File: config.mk
export PLATFORM = sky130hd
export DESIGN_NAME = nic_regfile
export DESIGN_NICKNAME = d
export VERILOG_FILES = /design/src/rtl/nic_regfile_pkg.sv /design/src/rtl/nic_regfile_ctrl.sv /design/src/rtl/nic_regfile_dp.sv /design/src/rtl/nic_regfile.sv
export SDC_FILE = /design/constraint.sdc
export NUM_CORES = 1
export LEC_CHECK = 0
export BUFFER_PORTS_ARGS = -buffer_cell sky130_fd_sc_hd__buf_2
export CORE_ASPECT_RATIO = 1.1
export CORE_MARGIN = 8
export CORE_UTILIZATION = 30
export DETAILED_ROUTE_END_ITERATION = 10
export PLACE_DENSITY = 0.41
export SETUP_SLACK_MARGIN = 0.3
export SYNTH_ARGS = -nofsm -noshare
export SYNTH_HDL_FRONTEND = slang
export SYNTH_HIERARCHICAL = 1
export SYNTH_SLANG_ARGS = --single-unit
export TNS_END_PERCENT = 1
File: constraint.sdc
create_clock -name clk -period 3.25 [get_ports clk]
set_input_delay 0 -clock clk [delete_from_list [all_inputs] [get_ports clk]]
set_output_delay 0 -clock clk [all_outputs]
set_load 0.01 [all_outputs]
File: src/rtl/nic_regfile_pkg.sv
`timescale 1ns/1ps
package nic_regfile_pkg;
  localparam int BYTE_W = 8;
  localparam int IDX_W  = 3;

  // status bit positions
  localparam int ST_RESET_DONE = 7;
  localparam int ST_RDMA_DONE  = 6;
  localparam int ST_TX_OK      = 1;

  // command bit positions
  localparam int CM_STOP  = 0;
  localparam int CM_TX    = 2;
  localparam int CM_RREAD = 3;
  localparam int CM_RWRIT = 4;

  typedef enum logic [1:0] {PG_ZERO, PG_ONE, PG_TWO, PG_NONE} page_e;

  typedef struct packed {
    logic wrStart;
    logic wrStop;
    logic wrBound;
    logic wrTxPage;
    logic wrTxLenLo;
    logic wrTxLenHi;
    logic clrStatus;
    logic wrRsarLo;
    logic wrRsarHi;
    logic wrRcntLo;
    logic wrRcntHi;
    logic wrRxCfg;
    logic wrTxCfg;
    logic wrDataCfg;
    logic wrMask;
    logic wrStation;
    logic wrCurPage;
    logic wrMcast;
    logic wrLdmaLo;
    logic wrLdmaHi;
    logic wrRnext;
    logic wrLnext;
    logic wrAcntLo;
    logic wrAcntHi;
    logic clrResetFlag;
    logic setRdmaDone;
    logic setTxDone;
    logic [IDX_W-1:0] byteIdx;
  } strobe_t;
endpackage

File: src/rtl/nic_regfile_ctrl.sv
`timescale 1ns/1ps
module nic_regfile_ctrl
  import nic_regfile_pkg::*;
#(
  parameter int ADDR_W = 5,
  parameter int DATA_W = 8,
  parameter int STATION_BYTES = 6
) (
  input  logic              clk,
  input  logic              rstN,
  input  logic [ADDR_W-1:0] busAddr,
  input  logic              busWrEn,
  input  logic [DATA_W-1:0] busWdata,
  input  logic              rcntZero,
  output logic [DATA_W-1:0] cmdQ,
  output page_e             pageSel,
  output strobe_t           strb,
  output logic              txStart
);
  localparam int OFF_W = 4;
  localparam logic [DATA_W-1:0] CMD_RESET = DATA_W'(8'h22);
  localparam logic [OFF_W-1:0] LAST_STATION = OFF_W'(STATION_BYTES);

  logic [OFF_W-1:0] off;
  logic inWindow;
  logic cmdWrite;
  logic regWrite;

  assign off      = busAddr[OFF_W-1:0];
  assign inWindow = (busAddr[ADDR_W-1:OFF_W] == '0);
  assign cmdWrite = busWrEn && inWindow && (off == '0);
  assign regWrite = busWrEn && inWindow && (off != '0);
  assign pageSel  = page_e'(cmdQ[DATA_W-1:DATA_W-2]);

  always_comb begin
    strb = '0;
    strb.clrResetFlag = cmdWrite && !busWdata[CM_STOP];
    strb.setRdmaDone  = strb.clrResetFlag &&
                        (busWdata[CM_RREAD] || busWdata[CM_RWRIT]) && rcntZero;
    strb.setTxDone    = strb.clrResetFlag && busWdata[CM_TX];
    if (regWrite) begin
      unique case (pageSel)
        PG_ZERO: begin
          unique case (off)
            4'h1: strb.wrStart   = 1'b1;
            4'h2: strb.wrStop    = 1'b1;
            4'h3: strb.wrBound   = 1'b1;
            4'h4: strb.wrTxPage  = 1'b1;
            4'h5: strb.wrTxLenLo = 1'b1;
            4'h6: strb.wrTxLenHi = 1'b1;
            4'h7: strb.clrStatus = 1'b1;
            4'h8: strb.wrRsarLo  = 1'b1;
            4'h9: strb.wrRsarHi  = 1'b1;
            4'hA: strb.wrRcntLo  = 1'b1;
            4'hB: strb.wrRcntHi  = 1'b1;
            4'hC: strb.wrRxCfg   = 1'b1;
            4'hD: strb.wrTxCfg   = 1'b1;
            4'hE: strb.wrDataCfg = 1'b1;
            4'hF: strb.wrMask    = 1'b1;
            default: ;
          endcase
        end
        PG_ONE: begin
          if (off <= LAST_STATION) begin
            strb.wrStation = 1'b1;
            strb.byteIdx   = IDX_W'(off - 4'd1);
          end else if (off == 4'h7) begin
            strb.wrCurPage = 1'b1;
          end else begin
            strb.wrMcast = 1'b1;
            strb.byteIdx = off[IDX_W-1:0];
          end
        end
        PG_TWO: begin
          unique case (off)
            4'h1: strb.wrLdmaLo = 1'b1;
            4'h2: strb.wrLdmaHi = 1'b1;
            4'h3: strb.wrRnext  = 1'b1;
            4'h5: strb.wrLnext  = 1'b1;
            4'h6: strb.wrAcntLo = 1'b1;
            4'h7: strb.wrAcntHi = 1'b1;
            default: ;
          endcase
        end
        default: ;
      endcase
    end
  end

  always_ff @(posedge clk) begin
    if (!rstN) begin
      cmdQ    <= CMD_RESET;
      txStart <= 1'b0;
    end else begin
      txStart <= strb.setTxDone;
      if (cmdWrite) begin
        cmdQ <= busWdata;
        if (strb.setTxDone) cmdQ[CM_TX] <= 1'b0;
      end
    end
  end

  AST_TX_CMD_CLEARED: assert property (@(posedge clk) disable iff (!rstN)
    txStart |-> !cmdQ[CM_TX]);
  AST_TX_FROM_WRITE: assert property (@(posedge clk) disable iff (!rstN)
    $rose(txStart) |-> $past(busWrEn) && !$past(busWdata[CM_STOP]));
endmodule

File: src/rtl/nic_regfile_dp.sv
`timescale 1ns/1ps
module nic_regfile_dp
  import nic_regfile_pkg::*;
#(
  parameter int ADDR_W = 5,
  parameter int DATA_W = 8,
  parameter int STATION_BYTES = 6,
  parameter int MCAST_BYTES = 8
) (
  input  logic              clk,
  input  logic              rstN,
  input  strobe_t           strb,
  input  logic [DATA_W-1:0] busWdata,
  input  logic [ADDR_W-1:0] busAddr,
  input  page_e             pageSel,
  input  logic [DATA_W-1:0] cmdQ,
  output logic              rcntZero,
  output logic [DATA_W-1:0] busRdata,
  output logic              irqOut,
  output logic [DATA_W-1:0] txPage,
  output logic [2*DATA_W-1:0] txLen
);
  localparam int OFF_W = 4;
  localparam int WORD_W = 2*DATA_W;
  localparam logic [DATA_W-1:0] ST_RESET = DATA_W'(8'h80);
  localparam logic [DATA_W-1:0] EVENT_BITS = DATA_W'(8'h7F);
  localparam logic [DATA_W-1:0] TX_STATUS_OK = DATA_W'(8'h01);
  localparam logic [OFF_W-1:0] LAST_STATION = OFF_W'(STATION_BYTES);

  logic [DATA_W-1:0] ringStart, ringStop, bound, txStat, status, mask;
  logic [DATA_W-1:0] rxCfg, txCfg, dataCfg, curPage, rnext, lnext;
  logic [WORD_W-1:0] rsar, rcnt, ldma, acnt, txLenQ;
  logic [DATA_W-1:0] station [STATION_BYTES];
  logic [DATA_W-1:0] mcast [MCAST_BYTES];
  logic [DATA_W-1:0] statusNext;

  function automatic logic [WORD_W-1:0] setLo(input logic [WORD_W-1:0] w,
                                              input logic [DATA_W-1:0] b);
    return {w[WORD_W-1:DATA_W], b};
  endfunction
  function automatic logic [WORD_W-1:0] setHi(input logic [WORD_W-1:0] w,
                                              input logic [DATA_W-1:0] b);
    return {b, w[DATA_W-1:0]};
  endfunction

  always_comb begin
    statusNext = status;
    if (strb.clrResetFlag) statusNext[ST_RESET_DONE] = 1'b0;
    if (strb.setRdmaDone)  statusNext[ST_RDMA_DONE]  = 1'b1;
    if (strb.setTxDone)    statusNext[ST_TX_OK]      = 1'b1;
    if (strb.clrStatus)    statusNext = statusNext & ~(busWdata & EVENT_BITS);
  end

  always_ff @(posedge clk) begin
    if (!rstN) begin
      status <= ST_RESET;
      mask <= '0;
      ringStart <= '0; ringStop <= '0; bound <= '0; txStat <= '0;
      rxCfg <= '0; txCfg <= '0; dataCfg <= '0; curPage <= '0;
      rnext <= '0; lnext <= '0; txPage <= '0;
      rsar <= '0; rcnt <= '0; ldma <= '0; acnt <= '0; txLenQ <= '0;
    end else begin
      status <= statusNext;
      if (strb.setTxDone) txStat  <= TX_STATUS_OK;
      if (strb.wrMask)    mask    <= busWdata;
      if (strb.wrStart)   ringStart <= busWdata;
      if (strb.wrStop)    ringStop  <= busWdata;
      if (strb.wrBound)   bound   <= busWdata;
      if (strb.wrTxPage)  txPage  <= busWdata;
      if (strb.wrRxCfg)   rxCfg   <= busWdata;
      if (strb.wrTxCfg)   txCfg   <= busWdata;
      if (strb.wrDataCfg) dataCfg <= busWdata;
      if (strb.wrCurPage) curPage <= busWdata;
      if (strb.wrRnext)   rnext   <= busWdata;
      if (strb.wrLnext)   lnext   <= busWdata;
      if (strb.wrTxLenLo) txLenQ  <= setLo(txLenQ, busWdata);
      if (strb.wrTxLenHi) txLenQ  <= setHi(txLenQ, busWdata);
      if (strb.wrRsarLo)  rsar    <= setLo(rsar, busWdata);
      if (strb.wrRsarHi)  rsar    <= setHi(rsar, busWdata);
      if (strb.wrRcntLo)  rcnt    <= setLo(rcnt, busWdata);
      if (strb.wrRcntHi)  rcnt    <= setHi(rcnt, busWdata);
      if (strb.wrLdmaLo)  ldma    <= setLo(ldma, busWdata);
      if (strb.wrLdmaHi)  ldma    <= setHi(ldma, busWdata);
      if (strb.wrAcntLo)  acnt    <= setLo(acnt, busWdata);
      if (strb.wrAcntHi)  acnt    <= setHi(acnt, busWdata);
    end
  end

  for (genvar i = 0; i < STATION_BYTES; i++) begin : g_station
    always_ff @(posedge clk) begin
      if (!rstN) station[i] <= '0;
      else if (strb.wrStation && strb.byteIdx == IDX_W'(i)) station[i] <= busWdata;
    end
  end

  for (genvar i = 0; i < MCAST_BYTES; i++) begin : g_mcast
    always_ff @(posedge clk) begin
      if (!rstN) mcast[i] <= '1;
      else if (strb.wrMcast && strb.byteIdx == IDX_W'(i)) mcast[i] <= busWdata;
    end
  end

  assign rcntZero = (rcnt == '0);
  assign txLen    = txLenQ;
  assign irqOut   = |(status & mask & EVENT_BITS);

  logic [OFF_W-1:0] off;
  logic inWindow;
  assign off      = busAddr[OFF_W-1:0];
  assign inWindow = (busAddr[ADDR_W-1:OFF_W] == '0);

  always_comb begin
    busRdata = '0;
    if (inWindow) begin
      if (off == '0) begin
        busRdata = cmdQ;
      end else begin
        unique case (pageSel)
          PG_ZERO: begin
            unique case (off)
              4'h1: busRdata = ldma[DATA_W-1:0];
              4'h2: busRdata = ldma[WORD_W-1:DATA_W];
              4'h3: busRdata = bound;
              4'h4: busRdata = txStat;
              4'h7: busRdata = status;
              4'h8: busRdata = rsar[DATA_W-1:0];
              4'h9: busRdata = rsar[WORD_W-1:DATA_W];
              default: busRdata = '0;
            endcase
          end
          PG_ONE: begin
            if (off <= LAST_STATION)  busRdata = station[IDX_W'(off - 4'd1)];
            else if (off == 4'h7)     busRdata = curPage;
            else                      busRdata = mcast[off[IDX_W-1:0]];
          end
          PG_TWO: begin
            unique case (off)
              4'h1: busRdata = ringStart;
              4'h2: busRdata = ringStop;
              4'h3: busRdata = rnext;
              4'h4: busRdata = txPage;
              4'h5: busRdata = lnext;
              4'h6: busRdata = acnt[DATA_W-1:0];
              4'h7: busRdata = acnt[WORD_W-1:DATA_W];
              4'hC: busRdata = rxCfg;
              4'hD: busRdata = txCfg;
              4'hE: busRdata = dataCfg;
              4'hF: busRdata = mask;
              default: busRdata = '0;
            endcase
          end
          default: busRdata = '0;
        endcase
      end
    end
  end

  AST_CLEAR_HITS: assert property (@(posedge clk) disable iff (!rstN)
    strb.clrStatus |=> (status & $past(busWdata) & EVENT_BITS) == '0);
  AST_CLEAR_KEEPS_TOP: assert property (@(posedge clk) disable iff (!rstN)
    strb.clrStatus |=> status[ST_RESET_DONE] == $past(status[ST_RESET_DONE]));
  AST_RESET_FLAG_DROPS: assert property (@(posedge clk) disable iff (!rstN)
    strb.clrResetFlag |=> !status[ST_RESET_DONE]);
  AST_RDMA_NEEDS_ZERO: assert property (@(posedge clk) disable iff (!rstN)
    $rose(status[ST_RDMA_DONE]) |-> $past(rcntZero));
endmodule

File: src/rtl/nic_regfile.sv
`timescale 1ns/1ps
module nic_regfile
  import nic_regfile_pkg::*;
#(
  parameter int ADDR_W = 5,
  parameter int DATA_W = 8,
  parameter int STATION_BYTES = 6,
  parameter int MCAST_BYTES = 8
) (
  input  logic                clk,
  input  logic                rstN,
  input  logic [ADDR_W-1:0]   busAddr,
  input  logic                busWrEn,
  input  logic                busRdEn,
  input  logic [DATA_W-1:0]   busWdata,
  output logic [DATA_W-1:0]   busRdata,
  output logic                irqOut,
  output logic                txStart,
  output logic [DATA_W-1:0]   txPage,
  output logic [2*DATA_W-1:0] txLen
);
  logic [DATA_W-1:0] cmdQ;
  page_e pageSel;
  strobe_t strb;
  logic rcntZero;

  nic_regfile_ctrl #(.ADDR_W(ADDR_W), .DATA_W(DATA_W), .STATION_BYTES(STATION_BYTES)) u_ctrl (
    .clk(clk), .rstN(rstN), .busAddr(busAddr), .busWrEn(busWrEn),
    .busWdata(busWdata), .rcntZero(rcntZero), .cmdQ(cmdQ),
    .pageSel(pageSel), .strb(strb), .txStart(txStart)
  );

  nic_regfile_dp #(.ADDR_W(ADDR_W), .DATA_W(DATA_W),
                   .STATION_BYTES(STATION_BYTES), .MCAST_BYTES(MCAST_BYTES)) u_dp (
    .clk(clk), .rstN(rstN), .strb(strb), .busWdata(busWdata), .busAddr(busAddr),
    .pageSel(pageSel), .cmdQ(cmdQ), .rcntZero(rcntZero), .busRdata(busRdata),
    .irqOut(irqOut), .txPage(txPage), .txLen(txLen)
  );

  AST_IRQ_AFTER_WRITE: assert property (@(posedge clk) disable iff (!rstN)
    $rose(irqOut) |-> $past(busWrEn));
  AST_READ_NO_SIDE: assert property (@(posedge clk) disable iff (!rstN)
    (busRdEn && !busWrEn) |=> $stable(irqOut));
endmodule

==> metrics.txt <==
outcome completed; CP Launch Type input pin; critical path cell sequence buf_2 > buf_4 > inv_1 > ha_1 > buf_4 > a222oi_1 > nor2_1 > a31oi_1 > a21oi_1 > nor4_1 > nor2_1 > buf_2; Final Total Pwr 8.517 mW; Synth Register Bits 298; area delta synth->final 15.35%; clock root cell clkbuf_16; most common cell after layout, fill and taps aside mux2i_1; CP max FO 12; Yosys warnings 6; WL final 43450 um; Final Setup Violations 0; delay-heaviest family, CP buffers and inverters; Worst Skew 0.007920 ns; actual slew at the worst max-slew pin 1.167 ns; Int Pwr 6.564 mW; Post-synth EDFFs 112; starting density of the core 0.3035; pre-CTS setup slack 0.3336 ns; synth unique cells 60; clock-pin slew on the worst setup and hold paths 0.06 ns; pin count of the biggest net entering global routing 72; Pleak 5.345 nW; CTS tree yes; Initial DRC Count 584; crit path buf inv count 5; clock power share 0.479; Clock Path Buffers 3; Post-Synthesis Cells 1313; most frequent cells in the layout 189 x mux2i_1, 186 x dfxtp_1, 179 x nor2b_1; Site Rows 83; Die X 223.3 um; DR DRC count 0; syn_nets 1338; hold crit path type in2reg; global-route wire length before repair 65450 um; combinational share of power 0.062; switching pwr 1.953 mW; GPL Wtd Cong 0.8030; Req. time, crit path 3.25 ns; register area share after synthesis 0.4997; maximum clock rate 356.7 MHz; ys async rst share 0; sw frac 0.2294; Hold Violations, Final 0; Synth top area share 0.2625; Synth area leader dfxtp_1; Core ar. 0.04673 mm2; grt ovf 0; Max VDD drop 0.0003446 V; antenna-violating nets left 0; routed length per instance 22.24 um; fin nets 1357; CP max stage delay 0.59 ns; Synth area leaders dfxtp_1 26%, edfxtp_1 24%, mux2i_1 13%; Final WS setup 0.4466 ns; CP endpoint kind output pin; Slowest-stage cell, CP nor4_1; PD cells 520.6 mW/mm2; port bufs 49; layout cells sized above 1 0.1539; vias in the first global route 9987; via/cell ratio 5.042; vias 9853; slew margin rel. 0.2137; mean post-synth cell area 10.80 um2; TNS Setup 0 ns; crit share post-route 0.8626; overall routing resource usage 0.1552; DIE AREA 0.05450 mm2; MaxCap Viol Count 0; initial antenna violation count 2; HPWL Detailed 27650 um; Synth Flop Type dfxtp_1; CTS H-tree depth 2; WP data arrival 2.80 ns; Max Slew Vio Count 0; RSZ-0062 raised after global routing true; DRT Pass-1 Iters 6; die extent in y 244.0 um; fin crit period 2.803 ns; clk_lat worst skew 0.52 ns; I/O pin total 51; # clock sinks 298; synthesized area 0.01418 mm2; register share of total power 0.459; critical path type in2out; Inserted Clock Buffers 36
[flip-flops by register name, summed over array words and instances (netlist names), 16 cells and up]
name / count
u_dp/mcast: 64
u_dp/station: 48
u_dp/acnt: 16
u_dp/ldma: 16
u_dp/rcnt: 16
u_dp/rsar: 16
u_dp/txLen: 16
[metrics by stage]
stage | cell area (um2) | util | std cells | hold WS (ns)
after global placement | 15140 | 0.3239 | 1887 | 0.4151
after floorplan | 14180 | - | 1313 | 0.07658
after global routing | 16360 | 0.3500 | 1953 | 0.04144
after CTS | 16360 | 0.3500 | 1953 | 0.003192
after detailed placement | 15140 | 0.3239 | 1887 | 0.4146
final | 16360 | 0.3501 | 1954 | 0.03292
[per-layer routing]
metal  vias up  routed length, um  track usage
met5         -                 19            0
met3        55               1837      0.02694
li1       4733                  -            -
met4         4                912      0.04379
met2       199              20290       0.2505
met1      4862              20390       0.2116
[cell usage after synthesis, types with 33 or more instances]
library cell and number:
a21oi_1 34, and2_1 65, clkbuf_1 93, dfxtp_1 186, edfxtp_1 112, mux2i_1 189
nand2_1 47, nor2_1 33, nor2b_1 179, o21ai_0 43, or3_1 65
[power groups by stage]
stage | clock network (mW) | registers [mW] | logic [mW]
floorplan | 0 | 3.99 | 0.322
global placement | 0 | 3.99 | 0.537
detailed placement | 0 | 3.99 | 0.537
CTS | 4.21 | 3.91 | 0.540
global route | 4.36 | 3.91 | 0.574
finish | 4.08 | 3.91 | 0.529
[worst min-delay path: stages]
cell and delay, ns:
buf_2 0.29, nand2_1 0.13, mux2i_1 0.06
[timing repair]
action,in CTS,in global routing
setup endpoints to repair,0,25
hold buffers,2,0
gates resized for setup,0,1
endpoints found under the hold margin,9,0
setup buffers,0,0
[final cells by class]
cell class                 instances  area (um2)
antenna                            1       2.502
timing repair buffer             111       755.7
multi-input combinational        873        6525
clock inverter                    14       145.1
inverter                          12       45.04
tap                              595       744.5
fill                            4700       30370
sequential                       298        7087
clock buffer                      50        1055
[cells by family after synthesis]
kind of cell	Yosys count	synth area share
flip-flops	298	0.4997
adder cells (fa/ha/maj)	8	0.007058
multiplexers	217	0.1747
buffers and inverters	142	0.04155
AND/OR/NAND/NOR	474	0.1953
AO/OA/AOI/OAI	173	0.08055
XOR/XNOR	1	0.001147
[path summary, 6_finish.rpt]
| kind | startpoint | to | slack, ns | cells after the start |
|---|---|---|---|---|
| max reg2reg | u_ctrl/cmdQ[7] | u_dp/mcast[5][6] | 0.46 | 5 |
| min reg2reg | u_ctrl/cmdQ[0] | u_ctrl/cmdQ[0] | 0.45 | 2 |
| max | busAddr[0] | busRdata[3] | 0.45 | 12 |
| min | busWdata[0] | u_ctrl/cmdQ[0] | 0.03 | 3 |
(Power assumes the default switching activity.)
